### config.mk
export PLATFORM = sky130hd
export DESIGN_NAME = dtv_timing_gen
export DESIGN_NICKNAME = d
export VERILOG_FILES = /design/src/rtl/dtv_pkg.sv /design/src/rtl/dtv_regs.sv /design/src/rtl/dtv_seq.sv /design/src/rtl/dtv_pix.sv /design/src/rtl/dtv_timing_gen.sv
export SDC_FILE = /design/constraint.sdc
export NUM_CORES = 1
export LEC_CHECK = 0
export BUFFER_PORTS_ARGS = -buffer_cell sky130_fd_sc_hd__buf_4
export CORE_UTILIZATION = 67
export CTS_BUF_LIST = sky130_fd_sc_hd__clkbuf_8
export CTS_CLUSTER_DIAMETER = 40
export DETAILED_ROUTE_END_ITERATION = 16
export GPL_TIMING_DRIVEN = 0
export PLACE_DENSITY = 0.85
export SETUP_SLACK_MARGIN = 0.2
export SKIP_CTS_REPAIR_TIMING = 1
export SLEW_MARGIN = 20
export SYNTH_ARGS = -nofsm -noshare
export SYNTH_HDL_FRONTEND = slang
export SYNTH_HIERARCHICAL = 1
export SYNTH_SLANG_ARGS = --single-unit
### constraint.sdc
create_clock -name clk -period 11.3 [get_ports clk]
set_input_delay 1.695 -clock clk [delete_from_list [all_inputs] [get_ports clk]]
set_output_delay 1.695 -clock clk [all_outputs]
set_load 0.005 [all_outputs]
### src/rtl/dtv_pkg.sv
// Shared constants and types for the frame-linear timing generator.
// Assumes a 4-bit register address space and 12/24-bit counter widths.
package dtv_pkg;
    localparam int H_W    = 12;   // line position width
    localparam int F_W    = 24;   // frame pixel-count width
    localparam int ADDR_W = 4;

    localparam logic [ADDR_W-1:0] A_CTRL   = 4'd0;
    localparam logic [ADDR_W-1:0] A_HSYNC  = 4'd1;
    localparam logic [ADDR_W-1:0] A_FPER   = 4'd2;
    localparam logic [ADDR_W-1:0] A_VLEN   = 4'd3;
    localparam logic [ADDR_W-1:0] A_HWIN   = 4'd4;
    localparam logic [ADDR_W-1:0] A_VBEG   = 4'd5;
    localparam logic [ADDR_W-1:0] A_VEND   = 4'd6;
    localparam logic [ADDR_W-1:0] A_BORDER = 4'd7;
    localparam logic [ADDR_W-1:0] A_UFLOW  = 4'd8;
    localparam logic [ADDR_W-1:0] A_SKEW   = 4'd9;
    localparam logic [ADDR_W-1:0] A_POL    = 4'd10;

    typedef struct packed {
        logic [H_W-1:0] hper;   // pixels per line
        logic [H_W-1:0] hpw;    // hsync width
        logic [H_W-1:0] hbeg;   // window start in line
        logic [H_W-1:0] hend;   // window end in line, inclusive
        logic [F_W-1:0] fper;   // pixels per frame
        logic [F_W-1:0] vlen;   // vsync length in pixels
        logic [F_W-1:0] vbeg;   // window start in frame
        logic [F_W-1:0] vend;   // window end in frame, inclusive
        logic [F_W-1:0] skew;   // added to both vertical bounds
    } dtv_timing_t;
endpackage

### src/rtl/dtv_regs.sv
// Register file: holds the pending timing set, enable request, polarity
// and colour settings. Assumes single-cycle writes, no read-back.
module dtv_regs
    import dtv_pkg::*;
#(
    parameter int DATA_W = 32,
    parameter int RGB_W  = 24
) (
    input  logic                clk,
    input  logic                rst_n,
    input  logic                wr_en,
    input  logic [ADDR_W-1:0]   wr_addr,
    input  logic [DATA_W-1:0]   wr_data,
    output logic                en_req,
    output dtv_timing_t         pend,
    output logic                pol_hlow,
    output logic                pol_vlow,
    output logic [RGB_W-1:0]    border_col,
    output logic [RGB_W-1:0]    under_col,
    output logic                under_rec
);
    localparam int HI_LSB = 16;

    // Capture register writes; everything clears on reset.
    always_ff @(posedge clk) begin
        if (!rst_n) begin
            en_req     <= 1'b0;
            pend       <= '0;
            pol_hlow   <= 1'b0;
            pol_vlow   <= 1'b0;
            border_col <= '0;
            under_col  <= '0;
            under_rec  <= 1'b0;
        end else if (wr_en) begin
            case (wr_addr)
                A_CTRL:   en_req <= wr_data[0];
                A_HSYNC: begin
                    pend.hper <= wr_data[H_W-1:0];
                    pend.hpw  <= wr_data[HI_LSB +: H_W];
                end
                A_FPER:   pend.fper <= wr_data[F_W-1:0];
                A_VLEN:   pend.vlen <= wr_data[F_W-1:0];
                A_HWIN: begin
                    pend.hbeg <= wr_data[H_W-1:0];
                    pend.hend <= wr_data[HI_LSB +: H_W];
                end
                A_VBEG:   pend.vbeg <= wr_data[F_W-1:0];
                A_VEND:   pend.vend <= wr_data[F_W-1:0];
                A_BORDER: border_col <= wr_data[RGB_W-1:0];
                A_UFLOW: begin
                    under_col <= wr_data[RGB_W-1:0];
                    under_rec <= wr_data[DATA_W-1];
                end
                A_SKEW:   pend.skew <= wr_data[F_W-1:0];
                A_POL: begin
                    pol_hlow <= wr_data[0];
                    pol_vlow <= wr_data[1];
                end
                default: ;
            endcase
        end
    end
endmodule

### src/rtl/dtv_seq.sv
// Sequencer: line and frame counters, run state and active timing set.
// Starts at the counter origin, loads the pending set at each frame wrap,
// and stops only at a wrap. Assumes the frame period is at least 2.
module dtv_seq
    import dtv_pkg::*;
(
    input  logic            clk,
    input  logic            rst_n,
    input  logic            en_req,
    input  dtv_timing_t     pend,
    output logic            run,
    output logic [H_W-1:0]  hcnt,
    output logic [F_W-1:0]  fcnt,
    output dtv_timing_t     act,
    output logic            frame_evt
);
    logic line_last;
    logic frame_last;

    // Detect the final pixel of a line and of a frame.
    always_comb begin
        line_last  = (hcnt == act.hper - 1'b1);
        frame_last = (fcnt == act.fper - 1'b1);
    end

    // Advance counters, shadow-load timing and handle start/stop.
    always_ff @(posedge clk) begin
        if (!rst_n) begin
            run       <= 1'b0;
            hcnt      <= '0;
            fcnt      <= '0;
            act       <= '0;
            frame_evt <= 1'b0;
        end else begin
            frame_evt <= 1'b0;
            if (!run) begin
                if (en_req) begin
                    run  <= 1'b1;
                    act  <= pend;
                    hcnt <= '0;
                    fcnt <= '0;
                end
            end else if (frame_last) begin
                hcnt      <= '0;
                fcnt      <= '0;
                act       <= pend;
                frame_evt <= 1'b1;
                run       <= en_req;
            end else begin
                fcnt <= fcnt + 1'b1;
                hcnt <= line_last ? '0 : hcnt + 1'b1;
            end
        end
    end
endmodule

### src/rtl/dtv_pix.sv
// Output stage: window decode, sync shaping with polarity, and colour
// selection among pixel, underflow fill, border and idle black.
// Purely combinational from the sequencer state and live settings.
module dtv_pix
    import dtv_pkg::*;
#(
    parameter int RGB_W = 24
) (
    input  logic             run,
    input  logic [H_W-1:0]   hcnt,
    input  logic [F_W-1:0]   fcnt,
    input  dtv_timing_t      act,
    input  logic             pol_hlow,
    input  logic             pol_vlow,
    input  logic [RGB_W-1:0] border_col,
    input  logic [RGB_W-1:0] under_col,
    input  logic             under_rec,
    input  logic             in_valid,
    input  logic [RGB_W-1:0] in_pix,
    output logic             de,
    output logic             hsync,
    output logic             vsync,
    output logic [RGB_W-1:0] rgb
);
    logic [F_W-1:0] vbeg_k;
    logic [F_W-1:0] vend_k;
    logic           h_in;
    logic           v_in;

    // Skew-adjusted vertical bounds and window membership.
    always_comb begin
        vbeg_k = act.vbeg + act.skew;
        vend_k = act.vend + act.skew;
        h_in   = (hcnt >= act.hbeg) && (hcnt <= act.hend);
        v_in   = (fcnt >= vbeg_k) && (fcnt <= vend_k);
        de     = run && h_in && v_in;
    end

    // Sync pulses, inverted by the polarity bits.
    always_comb begin
        hsync = (run && (hcnt < act.hpw)) ^ pol_hlow;
        vsync = (run && (fcnt < act.vlen)) ^ pol_vlow;
    end

    // Colour source selection.
    always_comb begin
        if (!run)
            rgb = '0;
        else if (!de)
            rgb = border_col;
        else if (in_valid)
            rgb = in_pix;
        else if (under_rec)
            rgb = under_col;
        else
            rgb = '0;
    end
endmodule

### src/rtl/dtv_timing_gen.sv
// Top level of the frame-linear display timing generator. Wires the
// register file, the sequencer and the output stage together.
module dtv_timing_gen
    import dtv_pkg::*;
#(
    parameter int DATA_W = 32,
    parameter int COMP_W = 8
) (
    input  logic                  clk,
    input  logic                  rst_n,
    input  logic                  reg_wr,
    input  logic [ADDR_W-1:0]     reg_addr,
    input  logic [DATA_W-1:0]     reg_wdata,
    input  logic                  pix_valid,
    input  logic [3*COMP_W-1:0]   pix_data,
    output logic                  pix_ready,
    output logic [3*COMP_W-1:0]   vid_rgb,
    output logic                  vid_hsync,
    output logic                  vid_vsync,
    output logic                  vid_de,
    output logic                  frame_evt
);
    localparam int RGB_W = 3 * COMP_W;

    logic             en_req;
    dtv_timing_t      pend;
    dtv_timing_t      act;
    logic             pol_hlow;
    logic             pol_vlow;
    logic [RGB_W-1:0] border_col;
    logic [RGB_W-1:0] under_col;
    logic             under_rec;
    logic             run;
    logic [H_W-1:0]   hcnt;
    logic [F_W-1:0]   fcnt;

    dtv_regs #(.DATA_W(DATA_W), .RGB_W(RGB_W)) u_regs (
        .clk(clk), .rst_n(rst_n),
        .wr_en(reg_wr), .wr_addr(reg_addr), .wr_data(reg_wdata),
        .en_req(en_req), .pend(pend),
        .pol_hlow(pol_hlow), .pol_vlow(pol_vlow),
        .border_col(border_col), .under_col(under_col), .under_rec(under_rec)
    );

    dtv_seq u_seq (
        .clk(clk), .rst_n(rst_n),
        .en_req(en_req), .pend(pend),
        .run(run), .hcnt(hcnt), .fcnt(fcnt), .act(act),
        .frame_evt(frame_evt)
    );

    dtv_pix #(.RGB_W(RGB_W)) u_pix (
        .run(run), .hcnt(hcnt), .fcnt(fcnt), .act(act),
        .pol_hlow(pol_hlow), .pol_vlow(pol_vlow),
        .border_col(border_col), .under_col(under_col), .under_rec(under_rec),
        .in_valid(pix_valid), .in_pix(pix_data),
        .de(vid_de), .hsync(vid_hsync), .vsync(vid_vsync), .rgb(vid_rgb)
    );

    // Ready mirrors data-enable: a pixel is consumed in every window cycle.
    assign pix_ready = vid_de;
endmodule

==> results.ini <==
[setup_path]
critPathKind=register to output pin
cp.arrival_ns=6.26
critPathCaptureType=output pin
cp.required_ns=9.61
startpoint_type=register
critPathMaxFanout=10

[synthesis]
syn_inst=2660
syn_avg_cell_area_sq_um=8.83
synthAdderAreaFrac_pct=8.48
ys_types=88
synth_top_family_by_area=simple AND/OR/NAND/NOR gates
synth_xor_area_share_pct=3.50
synth_warnings=6
ys_seq_area_share_pct=36.3
synth_area_sq_um=23500
synthFlopType=dfxtp_1
async_flop_share_pct=0
ys_seq_elements=426
synth_simple_gate_area_share_pct=19.0
synth_compound_area_share_pct=9.49
synth_nets=2882
synthMuxAreaShare_pct=17.6
synth_edf_count=0

[global_route]
grt_remaining_overflow=0
grt_max_degree=12
grtUsageTotal_pct=38.1
grt_pass1_wl_mm=106
grt_pass1_vias=19973
antenna_found_initial=1

[timing]
hold_violations=0
worst_slew_pin_slew_ns=0.968
rsz0062_at_grt=false
slew_violations=0
max_freq_mhz=126
worst_slack_ns=3.35
fin_crit_ns=7.95
fin_skew_ns=0.0211
setup_violations=0
hold_ws_ns=0.447
slew_headroom_pct=35.3
tns_ns=0
finalCritPeriodShare_pct=70.4

[placement]
dp_hpwl_mm=50.1
finalWeightedCongestion=0.948
pre_cts_ws_ns=4.06
port_buffers=87
post_dp_cell_area_sq_um=24700

[floorplanning]
dieWidth_microns=189
core_region_area_sq_um=34500
die-area_sq_um=35800
die_height_microns=189
initial_core_util_pct=68.0
ios=93
rows=68

[detailed_routing]
via_per_inst=6.16
wl_mm=69.1
ant_nets=0
drc_errors=0
num_vias=20485
drt_iter0_markers=1960
wl_per_cell_microns=20.8
firstDrtPassIters=7

[clock_network]
numCtsBuffers=72
h-tree-depth=3
clock_sinks=426
cts_buffer_depth=3
cts_tree=yes
clock_latency_ns=0.63
clkTransAtPathRegs_ns=0.06
cts_root_buffer=clkbuf_8

[layout]
fillCellCount=2434
antenna_cells=0
finalNetCount=3043
drive_above_1_share_pct=9.69
multiInputGateArea_sq_um=13700
area_growth_pct=11.2
final_cell_area_sq_um=26100
seq_area_sq_um=8530

[pwr]
total_power_w=0.00303
leakage_nw=10.5
peakVddDrop_mv=0.130
powerDensity_nw_per_um2=116

[run_status]
status=finished, final reports clean

[hold_path]
min_path_type=register to register

[job]
drv_cap=0

synthesized netlist by cell type, drive strengths merged, types with 44 or more instances:
library cell / count / area share [%]
a21oi: 92 / 2.0
nand2: 698 / 11
ha: 156 / 8.3
nor2: 56 / 0.98
dfxtp: 426 / 36
inv: 91 / 1.5
clkbuf: 84 / 1.4
mux2i: 413 / 18
a21o: 44 / 1.4
xnor2: 53 / 2.0
buf: 58 / 2.6
o21ai: 61 / 1.3
worst max-delay path: stages (launching register included):
cell and delay, ns:
dfxtp_1 0.37, ha_1 0.22, inv_1 0.07, fa_1 0.39
nor2b_1 0.13, o21a_1 0.16, o211ai_1 0.16, and4b_1 0.26
o21ai_1 0.47, a21oi_1 0.13, nor4b_1 0.35, ha_1 0.32
a21oi_1 0.15, nand2_1 0.07, a221oi_1 0.50, a31oi_1 0.08
a311o_1 0.36, nor4_4 0.78, buf_6 0.27, mux2i_1 0.24
buf_4 0.14
metrics by stage:
step / util (%) / cells
after floorplan: - / 2660
after global placement: 71.6 / 3202
after detailed placement: 71.6 / 3202
after CTS: 75.6 / 3325
after global routing: 75.6 / 3325
final: 75.6 / 3325
power breakdown:
part / leakage, nW / switching (W) / internal, W / total, W
Clock: 0.798 / 0.000621 / 0.000717 / 0.00134
Sequential: 3.43 / 0.00000670 / 0.00151 / 0.00152
Combinational: 6.31 / 0.000119 / 0.0000537 / 0.000173
Total: 10.5 / 0.000747 / 0.00228 / 0.00303
flip-flops by register name, summed over array words and instances (netlist names):
| signal | cells |
|---|---|
| u_regs/border_col | 24 |
| u_regs/en_req | 1 |
| u_regs/pend | 168 |
| u_regs/pol_hlow | 1 |
| u_regs/pol_vlow | 1 |
| u_regs/under_col | 24 |
| u_regs/under_rec | 1 |
| u_seq/act | 168 |
| u_seq/fcnt | 24 |
| u_seq/frame_evt | 1 |
| u_seq/hcnt | 12 |
| u_seq/run | 1 |
layout make-up:
class	instances	area share (%)
clock buffer	86	4.53
multi-input combinational	1998	52.3
buffer	143	3.68
timing repair buffer	87	2.50
clock inverter	37	0.824
inverter	93	1.34
sequential	426	32.7
tap	455	2.18
final timing paths:
path	from	end	slack [ns]	depth (start not counted)
worst max-delay path	u_seq/act[0]	vid_rgb[12]	3.35	20
worst min-delay path	u_regs/pend[69]	u_seq/act[69]	0.45	2
worst max register to register	u_seq/act[96]	u_seq/act[129]	7.13	15
worst min register to register	u_regs/pend[69]	u_seq/act[69]	0.45	2
placed cells by master, fill, tap and decap left out, drive strengths merged, types with 10 or more instances in the layout:
cell	netlist	routed
a211oi	16	16
o21ai	61	61
buf	58	145
a22oi	25	25
nor4	12	12
dfxtp	426	426
or4	10	10
a21o	44	44
and3	24	24
nand3	32	32
nand2b	33	33
mux2i	413	413
or3	13	13
o211ai	10	10
nor3	31	31
a31oi	15	15
xor2	41	41
nand4	23	23
a21oi	92	92
nor2	56	56
clkbuf	84	170
and2	10	10
nand2	698	698
inv	91	117
ha	156	156
xnor2	53	53
a211o	17	17
nor2b	12	12
kinds of logic after synthesis:
family,after synthesis
compound gates,338
buf+inv,236
mux,414
xor+xnor,94
fa+ha+maj,158
simple gates,994
flops,426
metal layers:
layer	vias up	part of all wire (%)	track usage, %
li1	9537	-	-
met1	9782	41	48.6
met2	952	45	60.6
met3	214	8.3	6.21
met4	0	5.5	22.7
met5	-	0	0
Power figures use the tool's default switching activity.
